--- src/rtl/rtc_pkg.sv ---
// Package with shared helpers for the BCD clock calendar.
// Assumes every byte it is given holds valid packed BCD digits.
package rtc_pkg;

    localparam int NUM_FIELDS = 7;

    typedef enum logic [2:0] {
        FLD_SEC  = 3'd0,
        FLD_MIN  = 3'd1,
        FLD_HOUR = 3'd2,
        FLD_DOW  = 3'd3,
        FLD_DATE = 3'd4,
        FLD_MON  = 3'd5,
        FLD_YEAR = 3'd6
    } fld_e;

    // Add one to a two-digit packed BCD value (the caller handles the wrap).
    function automatic logic [7:0] bcd_inc(input logic [7:0] v);
        return (v[3:0] == 4'h9) ? {v[7:4] + 4'h1, 4'h0} : v + 8'h01;
    endfunction

    // A year is a leap year when 10*tens + ones is a multiple of four,
    // which means (2*tens + ones) mod 4 == 0.
    function automatic logic is_leap(input logic [7:0] yr);
        logic [1:0] r;
        r = yr[1:0] + {yr[4], 1'b0};
        return r == 2'b00;
    endfunction

    // Last legal date, in BCD, of a given month and year.
    function automatic logic [7:0] month_last(input logic [7:0] mo, input logic [7:0] yr);
        case (mo)
            8'h02:                      return is_leap(yr) ? 8'h29 : 8'h28;
            8'h04, 8'h06, 8'h09, 8'h11: return 8'h30;
            default:                    return 8'h31;
        endcase
    endfunction

endpackage

--- src/rtl/rtc_subsec_div.sv ---
// Sub-second divider: turns DIV base pulses into one tick.
// Assumes DIV >= 2. clr restarts the count and suppresses a tick in that cycle.
module rtc_subsec_div #(
    parameter int DIV = 32768
) (
    input  logic clk,
    input  logic rst_n,
    input  logic pulse,
    input  logic halt,
    input  logic clr,
    output logic tick
);
    localparam int CW = (DIV > 2) ? $clog2(DIV) : 1;
    localparam logic [CW-1:0] LAST = CW'(DIV - 1);

    logic [CW-1:0] cnt;

    // Count base pulses while running; restart on clr.
    always_ff @(posedge clk) begin
        if (!rst_n)                cnt <= '0;
        else if (clr)              cnt <= '0;
        else if (pulse && !halt)   cnt <= (cnt == LAST) ? '0 : cnt + 1'b1;
    end

    // Tick on the pulse that completes a second.
    assign tick = pulse && !halt && !clr && (cnt == LAST);

endmodule

--- src/rtl/rtc_bcd_wrap.sv ---
// One packed-BCD field that counts up from LO to a run-time limit hi.
// A write wins over an increment. Bits outside MASK are stored as 0.
module rtc_bcd_wrap
    import rtc_pkg::*;
#(
    parameter logic [7:0] RST  = 8'h00,
    parameter logic [7:0] LO   = 8'h00,
    parameter logic [7:0] MASK = 8'hFF
) (
    input  logic       clk,
    input  logic       rst_n,
    input  logic       inc,
    input  logic [7:0] hi,
    input  logic       wr,
    input  logic [7:0] wr_val,
    output logic [7:0] val,
    output logic       carry
);
    // Hold, load or step the field.
    always_ff @(posedge clk) begin
        if (!rst_n)    val <= RST;
        else if (wr)   val <= wr_val & MASK;
        else if (inc)  val <= (val == hi) ? LO : bcd_inc(val);
    end

    // Pass a carry on when the field wraps.
    assign carry = inc && !wr && (val == hi);

endmodule

--- src/rtl/rtc_hour_ctr.sv ---
// Hours byte: bit 6 picks 12-hour mode, bit 5 is PM (12h) or the twenties digit (24h).
// carry marks the midnight step. Assumes the loaded hour is legal for its mode.
module rtc_hour_ctr
    import rtc_pkg::*;
(
    input  logic       clk,
    input  logic       rst_n,
    input  logic       inc,
    input  logic       wr,
    input  logic [7:0] wr_val,
    output logic [7:0] hour,
    output logic       carry
);
    logic       mode12;
    logic       pm;
    logic [7:0] nxt;
    logic [7:0] h12;
    logic [7:0] h24;

    assign mode12 = hour[6];
    assign pm     = hour[5];
    assign h12    = {3'b000, hour[4:0]};
    assign h24    = {2'b00, hour[5:0]};

    // Next hour value for each mode.
    always_comb begin
        if (mode12) begin
            if (h12 == 8'h11)      nxt = {2'b01, ~pm, 5'h12};
            else if (h12 == 8'h12) nxt = {2'b01, pm, 5'h01};
            else                   nxt = {2'b01, pm, 5'(bcd_inc(h12))};
        end else begin
            nxt = (h24 == 8'h23) ? 8'h00 : {2'b00, 6'(bcd_inc(h24))};
        end
    end

    // Hold, load or step the hour.
    always_ff @(posedge clk) begin
        if (!rst_n)    hour <= 8'h00;
        else if (wr)   hour <= wr_val & 8'h7F;
        else if (inc)  hour <= nxt;
    end

    // Midnight: 23 -> 00, or 11 PM -> 12 AM.
    assign carry = inc && !wr &&
                   (mode12 ? (pm && h12 == 8'h11) : (h24 == 8'h23));

endmodule

--- src/rtl/bcd_rtc_core.sv ---
// Top of the BCD clock calendar: divider, counter chain, halt flag and host ports.
// Assumes host writes are legal BCD; illegal values are not corrected.
module bcd_rtc_core
    import rtc_pkg::*;
#(
    parameter int TICKS_PER_SEC = 32768
) (
    input  logic       clk,
    input  logic       rst_n,
    input  logic       osc_pulse,
    input  logic       wr_en,
    input  logic [2:0] wr_addr,
    input  logic [7:0] wr_data,
    input  logic [2:0] rd_addr,
    output logic [7:0] rd_data
);
    logic [NUM_FIELDS-1:0] wr_hit;
    logic       halt_q;
    logic       tick;
    logic [7:0] sec_v, min_v, hour_v, date_v, mon_v, year_v, date_hi;
    logic [2:0] dow_q;
    logic       c_sec, c_min, c_day, c_date, c_mon;

    // One write strobe per field.
    for (genvar k = 0; k < NUM_FIELDS; k++) begin : g_hit
        assign wr_hit[k] = wr_en && (wr_addr == 3'(k));
    end

    // Halt flag, kept in bit 7 of the seconds byte.
    always_ff @(posedge clk) begin
        if (!rst_n)                halt_q <= 1'b0;
        else if (wr_hit[FLD_SEC])  halt_q <= wr_data[7];
    end

    rtc_subsec_div #(.DIV(TICKS_PER_SEC)) u_div (
        .clk(clk), .rst_n(rst_n), .pulse(osc_pulse), .halt(halt_q),
        .clr(wr_hit[FLD_SEC]), .tick(tick)
    );

    rtc_bcd_wrap #(.RST(8'h00), .LO(8'h00), .MASK(8'h7F)) u_sec (
        .clk(clk), .rst_n(rst_n), .inc(tick), .hi(8'h59),
        .wr(wr_hit[FLD_SEC]), .wr_val(wr_data), .val(sec_v), .carry(c_sec)
    );

    rtc_bcd_wrap #(.RST(8'h00), .LO(8'h00), .MASK(8'h7F)) u_min (
        .clk(clk), .rst_n(rst_n), .inc(c_sec), .hi(8'h59),
        .wr(wr_hit[FLD_MIN]), .wr_val(wr_data), .val(min_v), .carry(c_min)
    );

    rtc_hour_ctr u_hour (
        .clk(clk), .rst_n(rst_n), .inc(c_min), .wr(wr_hit[FLD_HOUR]),
        .wr_val(wr_data), .hour(hour_v), .carry(c_day)
    );

    // Day of week: steps at midnight and wraps from 7 to 1.
    always_ff @(posedge clk) begin
        if (!rst_n)                 dow_q <= 3'd1;
        else if (wr_hit[FLD_DOW])   dow_q <= wr_data[2:0];
        else if (c_day)             dow_q <= (dow_q == 3'd7) ? 3'd1 : dow_q + 3'd1;
    end

    // The date limit follows the current month and year.
    assign date_hi = month_last(mon_v, year_v);

    rtc_bcd_wrap #(.RST(8'h01), .LO(8'h01), .MASK(8'h3F)) u_date (
        .clk(clk), .rst_n(rst_n), .inc(c_day), .hi(date_hi),
        .wr(wr_hit[FLD_DATE]), .wr_val(wr_data), .val(date_v), .carry(c_date)
    );

    rtc_bcd_wrap #(.RST(8'h01), .LO(8'h01), .MASK(8'h1F)) u_mon (
        .clk(clk), .rst_n(rst_n), .inc(c_date), .hi(8'h12),
        .wr(wr_hit[FLD_MON]), .wr_val(wr_data), .val(mon_v), .carry(c_mon)
    );

    // Two-digit year: wraps from 99 to 00.
    always_ff @(posedge clk) begin
        if (!rst_n)                 year_v <= 8'h00;
        else if (wr_hit[FLD_YEAR])  year_v <= wr_data;
        else if (c_mon)             year_v <= (year_v == 8'h99) ? 8'h00 : bcd_inc(year_v);
    end

    // Combinational read mux.
    always_comb begin
        case (rd_addr)
            FLD_SEC:  rd_data = sec_v | {halt_q, 7'b0};
            FLD_MIN:  rd_data = min_v;
            FLD_HOUR: rd_data = hour_v;
            FLD_DOW:  rd_data = {5'b0, dow_q};
            FLD_DATE: rd_data = date_v;
            FLD_MON:  rd_data = mon_v;
            FLD_YEAR: rd_data = year_v;
            default:  rd_data = 8'h00;
        endcase
    end

endmodule

--- config.mk ---
export PLATFORM = sky130hd
export DESIGN_NAME = bcd_rtc_core
export DESIGN_NICKNAME = d
export VERILOG_FILES = /design/src/rtl/rtc_pkg.sv /design/src/rtl/rtc_subsec_div.sv /design/src/rtl/rtc_bcd_wrap.sv /design/src/rtl/rtc_hour_ctr.sv /design/src/rtl/bcd_rtc_core.sv
export SDC_FILE = /design/constraint.sdc
export NUM_CORES = 1
export LEC_CHECK = 0
export ABC_AREA = 1
export BUFFER_PORTS_ARGS = -buffer_cell sky130_fd_sc_hd__buf_2
export CAP_MARGIN = 5
export CORE_ASPECT_RATIO = 1.1
export CORE_MARGIN = 2
export CORE_UTILIZATION = 56
export DETAILED_ROUTE_END_ITERATION = 10
export HOLD_SLACK_MARGIN = 0.06
export PLACE_DENSITY = 0.77
export SLEW_MARGIN = 20
export SYNTH_ARGS = -nofsm -noshare
export SYNTH_HDL_FRONTEND = slang
export SYNTH_SLANG_ARGS = --single-unit
--- constraint.sdc ---
create_clock -name clk -period 1.78 [get_ports clk]
set_input_delay 0.089 -clock clk [delete_from_list [all_inputs] [get_ports clk]]
set_output_delay 0.089 -clock clk [all_outputs]
set_load 0.05 [all_outputs]
==> results.json, run 1 <==
{
  "drtIter0Drc": 599,
  "yosys_warnings": 0,
  "worstSetupStartpoint": "u_div.cnt[0]",
  "worstPathMaxFanout": 3,
  "antenna_found_initial": 0,
  "synth_most_common_cell": "nand2_1",
  "grtUsageTotal_pct": 35.8,
  "drv_slew": 0,
  "clockBufferDepth": 2,
  "hold_class": "in2reg",
  "num_vias": 6070,
  "wl_per_cell_um": 18.4,
  "worstPathCellList": "ha_4 > nand3_4 > buf_4 > nor2_4 > nand3_4 > nor2_4 > nand3_2 > nor2_4 > nand3_4 > nor2_4 > nand2_2 > o21ai_1 > a21oi_1",
  "ys_seq_elements": 66,
  "grt_first_pass_wirelength_mm": 26.6,
  "cp-start-kind": "flip-flop",
  "cts_tree": "yes",
  "root_buffer": "clkbuf_8",
  "setup_viol": 45,
  "critPathMaxStageDelay_ps": 360,
  "final_core_util_pct": 84.2,
  "vias_per_cell": 6.04,
  "synth-xor-area-share_pct": 5.14,
  "avgSynthCellArea_um2": 6.60,
  "synth_compound_area_share_pct": 18.5,
  "htree_levels": 3,
  "fp.dieW_um": 92.0,
  "routabilityCongestion": 1.01,
  "portBuffers": 25,
  "synth_cell_types": 44,
  "num_rows": 35,
  "crit_type": "reg2reg",
  "hold_start": "wr_data[1]",
  "die-area_um2": 9280,
  "async_flop_share_pct": 0,
  "drtAntennaViolNets": 0,
  "finalWirelength_mm": 18.5,
  "setup.worst_path.end": "u_mon.val[5]",
  "dr.pass1.iters": 6,
  "path_clk_slew_ps": 90,
  "rr_startpoint": "u_div.cnt[0]",
  "fmax_mhz": 471,
  "syn_nets": 763,
  "yosys.area_share.adder_pct": 5.77,
  "ys_top_cells_by_count": "147 x nand2_1, 97 x inv_1, 66 x dfxtp_1",
  "power_leakage_nw": 3.06,
  "crit_top_cell": "nor2_4",
  "tightest_slew_ps": 638,
  "dp_hpwl_mm": 12.2,
  "drc_errors": 0,
  "synthFlopType": "dfxtp_1",
  "slew_headroom_pct": 57.4,
  "yosysTopAreaCell": "dfxtp_1",
  "ff2ff_path_depth": 13,
  "initial_core_util_pct": 57.4,
  "area_growth_pct": 46.7,
  "rsz0062_at_grt": "true",
  "arrival_ps": 2370,
  "synth_edf_count": 0,
  "die_y_um": 101,
  "drive_above_1_share_pct": 38.3,
  "diodes": 0,
  "grt_pass1_vias": 5784,
  "critPathRequiredTime_ps": 2030,
  "maxCapViolCount": 0,
  "overflow": 0,
  "finalClockSkew_ps": 11.6,
  "synthTopCellsByArea": "dfxtp_1 28%, nand2_1 12%, inv_1 7.6%",
  "timing.final.crit_period_ps": 2120,
  "synth-seq-area-share_pct": 27.7,
  "clk_latency_ps": 360,
  "numCtsBuffers": 9,
  "fp.coreArea_um2": 8320,
  "ios": 26,
  "synth_area_um2": 4770,
  "post-route-period-util_pct": 119,
  "r2r_slack_ps": -340,
  "synthMuxAreaShare_pct": 0.210,
  "status": "finished with violations",
  "powerDensity_nw_per_um2": 523,
  "netlist_instances": 723,
  "hold_viol": 0,
  "final_nets": 929,
  "irDropWorstVdd_v": 0.000449,
  "violations": "setup timing",
  "endpoint_kind": "flip-flop",
  "r2r-end": "u_mon.val[5]",
  "synth_top_area_share_pct": 27.7,
  "clock-sinks": 66,
  "synth_simple_gate_area_share_pct": 32.5,
  "synth_top_family_by_area": "simple AND/OR/NAND/NOR gates",
  "cp_slowest_cell": "dfxtp_2",
  "setup_ws_ps": -344,
  "grt_max_degree": 33,
  "pre_cts_slack_ps": -313
}
-- cells in the final DEF (no fill, tap or decap), drive strengths merged, types with 22 or more instances in the layout --
cell	n
buf	165
nand2	152
inv	115
nor2	87
dfxtp	66
nand3	53
a21oi	41
o21ai	38
xor2	24
ha	22
-- cell type report --
| class | count | area, um^2 |
|---|---|---|
| tap | 111 | 139 |
| sequential | 66 | 1340 |
| inverter | 114 | 443 |
| multi-input combinational | 531 | 3530 |
| timing repair buffer | 167 | 1300 |
| fill | 506 | 1320 |
| clock buffer | 9 | 124 |
| clock inverter | 7 | 125 |
-- per-layer routing --
metal  wire length [um]  track usage (%)  vias up
li1                   -                -     2760
met1               6590             40.7     2825
met3               1810             8.00      113
met2               8950             62.0      372
met4               1150             20.4        0
met5                  0                0        -
-- kinds of logic after synthesis --
kind of cell               after synthesis
and+or+nand+nor                        333
muxes                                    1
AOI/OAI and AO/OA                      147
xor gates and xnor gates                28
buffers and inverters                  126
DFF                                     66
adders and majority gates               22
-- state kept, by name, summed over array words and instances, names as in the netlist --
name,count
dow_q,3
halt_q,1
u_date.val,8
u_div.cnt,15
u_hour.hour,7
u_min.val,8
u_mon.val,8
u_sec.val,8
year_v,8
-- report_power, final --
group	leakage (nW)	switching [mW]	internal [mW]	total, mW
sequential	0.541	0.0298	1.50	1.53
combinational	2.40	0.319	0.175	0.494
clock	0.124	0.687	0.946	1.63
total	3.06	1.04	2.63	3.66
-- metrics by stage --
step	cells	instance area [um^2]	total power, mW	TNS [ps]	hold slack, ps
global route	1005	7000	3.76	-12210	75.1
global placement	962	5870	1.96	-4170	359
detailed placement	962	5870	1.97	-5720	370
finish	1005	7000	3.66	-8260	89.3
CTS	991	6350	3.58	-3430	72.6
floorplan	723	4810	1.79	-774	223
-- worst min-delay path by stage --
stage	depth (start not counted)	slack [ps]	endpoint
2_1_floorplan	2	220	dow_q[0]
3_3_place_gp	3	360	u_hour.hour[6]
3_5_place_dp	3	370	u_hour.hour[6]
4_1_cts	3	70	u_hour.hour[1]
5_1_grt	3	80	u_hour.hour[1]
6_report	3	90	u_hour.hour[1]
-- what timing repair did --
| item | CTS | global route |
|---|---|---|
| resized for setup | 27 | 154 |
| hold buffers | 2 | 0 |
| pin swaps | 11 | 38 |
| cloned | 0 | 0 |
| hold endpoints to repair | 2 | 0 |
| endpoints found under the setup margin | 33 | 59 |
| buffers inserted | 11 | 14 |
-- critical path, delay by kind of cell, from the launching register on --
kind | cells | cell delay (ps)
buf+inv | 1 | 160
flops | 1 | 360
simple gates | 9 | 1130
compound gates | 2 | 210
fa+ha+maj | 1 | 150
Power figures use the tool's default switching activity.
==> inputs of run 2 (changes only) <==
--- a/config.mk
+++ b/config.mk
@@ -9,11 +9,12 @@
 export BUFFER_PORTS_ARGS = -buffer_cell sky130_fd_sc_hd__buf_2
 export CAP_MARGIN = 5
 export CORE_ASPECT_RATIO = 1.1
-export CORE_MARGIN = 2
+export CORE_MARGIN = 4
 export CORE_UTILIZATION = 56
 export DETAILED_ROUTE_END_ITERATION = 10
 export HOLD_SLACK_MARGIN = 0.06
 export PLACE_DENSITY = 0.77
+export SKIP_CTS_REPAIR_TIMING = 1
 export SLEW_MARGIN = 20
 export SYNTH_ARGS = -nofsm -noshare
 export SYNTH_HDL_FRONTEND = slang
==> run 2 against run 1 <==
Effect of this change: the run still ends with setup timing left; combinational power decreased by 8.1%; sequential power about the same; first-iteration DRC count decreased by 24%; critical path type unchanged; critical endpoint is now year_v[6].
==> results.json, run 2 (synthesized netlist as in run 1, its figures left out) <==
{
  "endpoint_kind": "flip-flop",
  "fp.dieW_um": 96.0,
  "hold_class": "in2reg",
  "r2r_slack_ps": -240,
  "path_clk_slew_ps": 80,
  "wl_per_cell_um": 16.4,
  "clock-sinks": 66,
  "drtAntennaViolNets": 0,
  "setup_viol": 39,
  "dr.pass1.iters": 7,
  "grt_pass1_vias": 5505,
  "arrival_ps": 2270,
  "power_leakage_nw": 2.84,
  "hold_viol": 0,
  "vias_per_cell": 5.89,
  "num_rows": 35,
  "clockBufferDepth": 2,
  "grt_first_pass_wirelength_mm": 25.1,
  "tightest_slew_ps": 462,
  "ios": 26,
  "total_power_mw": 3.31,
  "crit_type": "reg2reg",
  "fin_setup_tns_ps": -3980,
  "fp.coreArea_um2": 8360,
  "cts_tree": "yes",
  "maxCapViolCount": 0,
  "slew_headroom_pct": 69.0,
  "violations": "setup timing",
  "antenna_found_initial": 0,
  "critPathRequiredTime_ps": 2030,
  "drive_above_1_share_pct": 31.6,
  "initial_core_util_pct": 57.1,
  "final_common_cell": "nand2_1",
  "overflow": 0,
  "die_y_um": 105,
  "area_growth_pct": 35.4,
  "pre_cts_slack_ps": -276,
  "fmax_mhz": 495,
  "grt_max_degree": 33,
  "finalClockSkew_ps": 9.19,
  "powerDensity_nw_per_um2": 511,
  "cp-start-kind": "flip-flop",
  "clk_latency_ps": 350,
  "post-route-period-util_pct": 114,
  "htree_levels": 3,
  "top_register": "u_div.cnt",
  "rsz0062_at_grt": "true",
  "largest_reg_flops": 15,
  "worstPathMaxFanout": 6,
  "root_buffer": "clkbuf_8",
  "portBuffers": 25,
  "final_nets": 912,
  "irDropWorstVdd_v": 0.000560,
  "status": "finished with violations",
  "setup_ws_ps": -241,
  "die-area_um2": 10100,
  "drtIter0Drc": 458,
  "drv_slew": 0,
  "routabilityCongestion": 0.963,
  "final_core_util_pct": 77.3,
  "dp_hpwl_mm": 11.9,
  "num_vias": 5824,
  "grtUsageTotal_pct": 31.5,
  "timing.final.crit_period_ps": 2020,
  "numCtsBuffers": 9,
  "final_cell_mix": "138 x nand2_1, 128 x buf_4, 88 x inv_1",
  "drc_errors": 0,
  "finalWirelength_mm": 16.2,
  "diodes": 0
}
[run 2: cell types whose count changed in the layout (fill, tap and decap cells not counted), moves of 5 or more]
cell,previous run,this run
a21oi_2,8,0
nand2_4,13,5
inv_1,82,88
nand2_2,16,9
a21oi_1,33,41
nand3_1,31,40
nand3_4,10,5
nand2_1,121,138
inv_2,28,23
buf_6,21,1
[run 2: final timing paths]
path                              startpoint  depth (start not counted)        endpoint
worst max-delay path            u_mon.val[4]                         15       year_v[6]
worst min-delay path              wr_data[1]                          3  u_hour.hour[1]
worst max register to register  u_mon.val[4]                         15       year_v[6]
worst min register to register  u_div.cnt[7]                          2    u_div.cnt[7]
[run 2: area by class of cell]
| cell class | instances | area (um^2) |
|---|---|---|
| well taps | 111 | 139 |
| clock buffers | 10 | 138 |
| repair buffers | 149 | 1080 |
| clock inverters | 6 | 66.3 |
| multi-input cells | 532 | 3270 |
| flip-flops and latches | 66 | 1340 |
| fillers | 639 | 1900 |
| inverters | 114 | 433 |
[run 2: metrics by stage]
step           cell area (um^2)  hold slack [ps]  cells
3_5_place_dp               5870              374    962
2_1_floorplan              4810              223    723
3_3_place_gp               5870              357    962
5_1_grt                    6460             61.2    988
4_1_cts                    6080            0.203    978
6_report                   6460             68.3    988
[run 2: routing by layer]
metal | global-route usage [%] | up-vias | share of wire (%)
li1 | - | 2716 | -
met1 | 39.9 | 2722 | 39
met2 | 51.9 | 292 | 47
met3 | 4.90 | 94 | 8.0
met4 | 13.4 | 0 | 5.5
met5 | 0 | - | 0
[run 2: report_power, final]
group          switching, mW  internal (mW)  total [mW]  leakage [nW]
sequential            0.0287           1.50        1.53         0.539
clock                  0.636          0.684        1.32        0.0945
combinational          0.290          0.164       0.454          2.21
total                  0.955           2.35        3.31          2.84
[run 2: critical path, cell delays in order (launching register included)]
cell	delay, ps
dfxtp_4	360
inv_2	50
ha_1	180
nand3_2	110
inv_2	100
nand2_4	70
nand2_2	70
nand3_2	90
nor2_4	150
nand3_4	120
nor2_8	150
nand3_4	150
nand2_8	150
inv_4	40
nor2_2	90
nor2_1	50
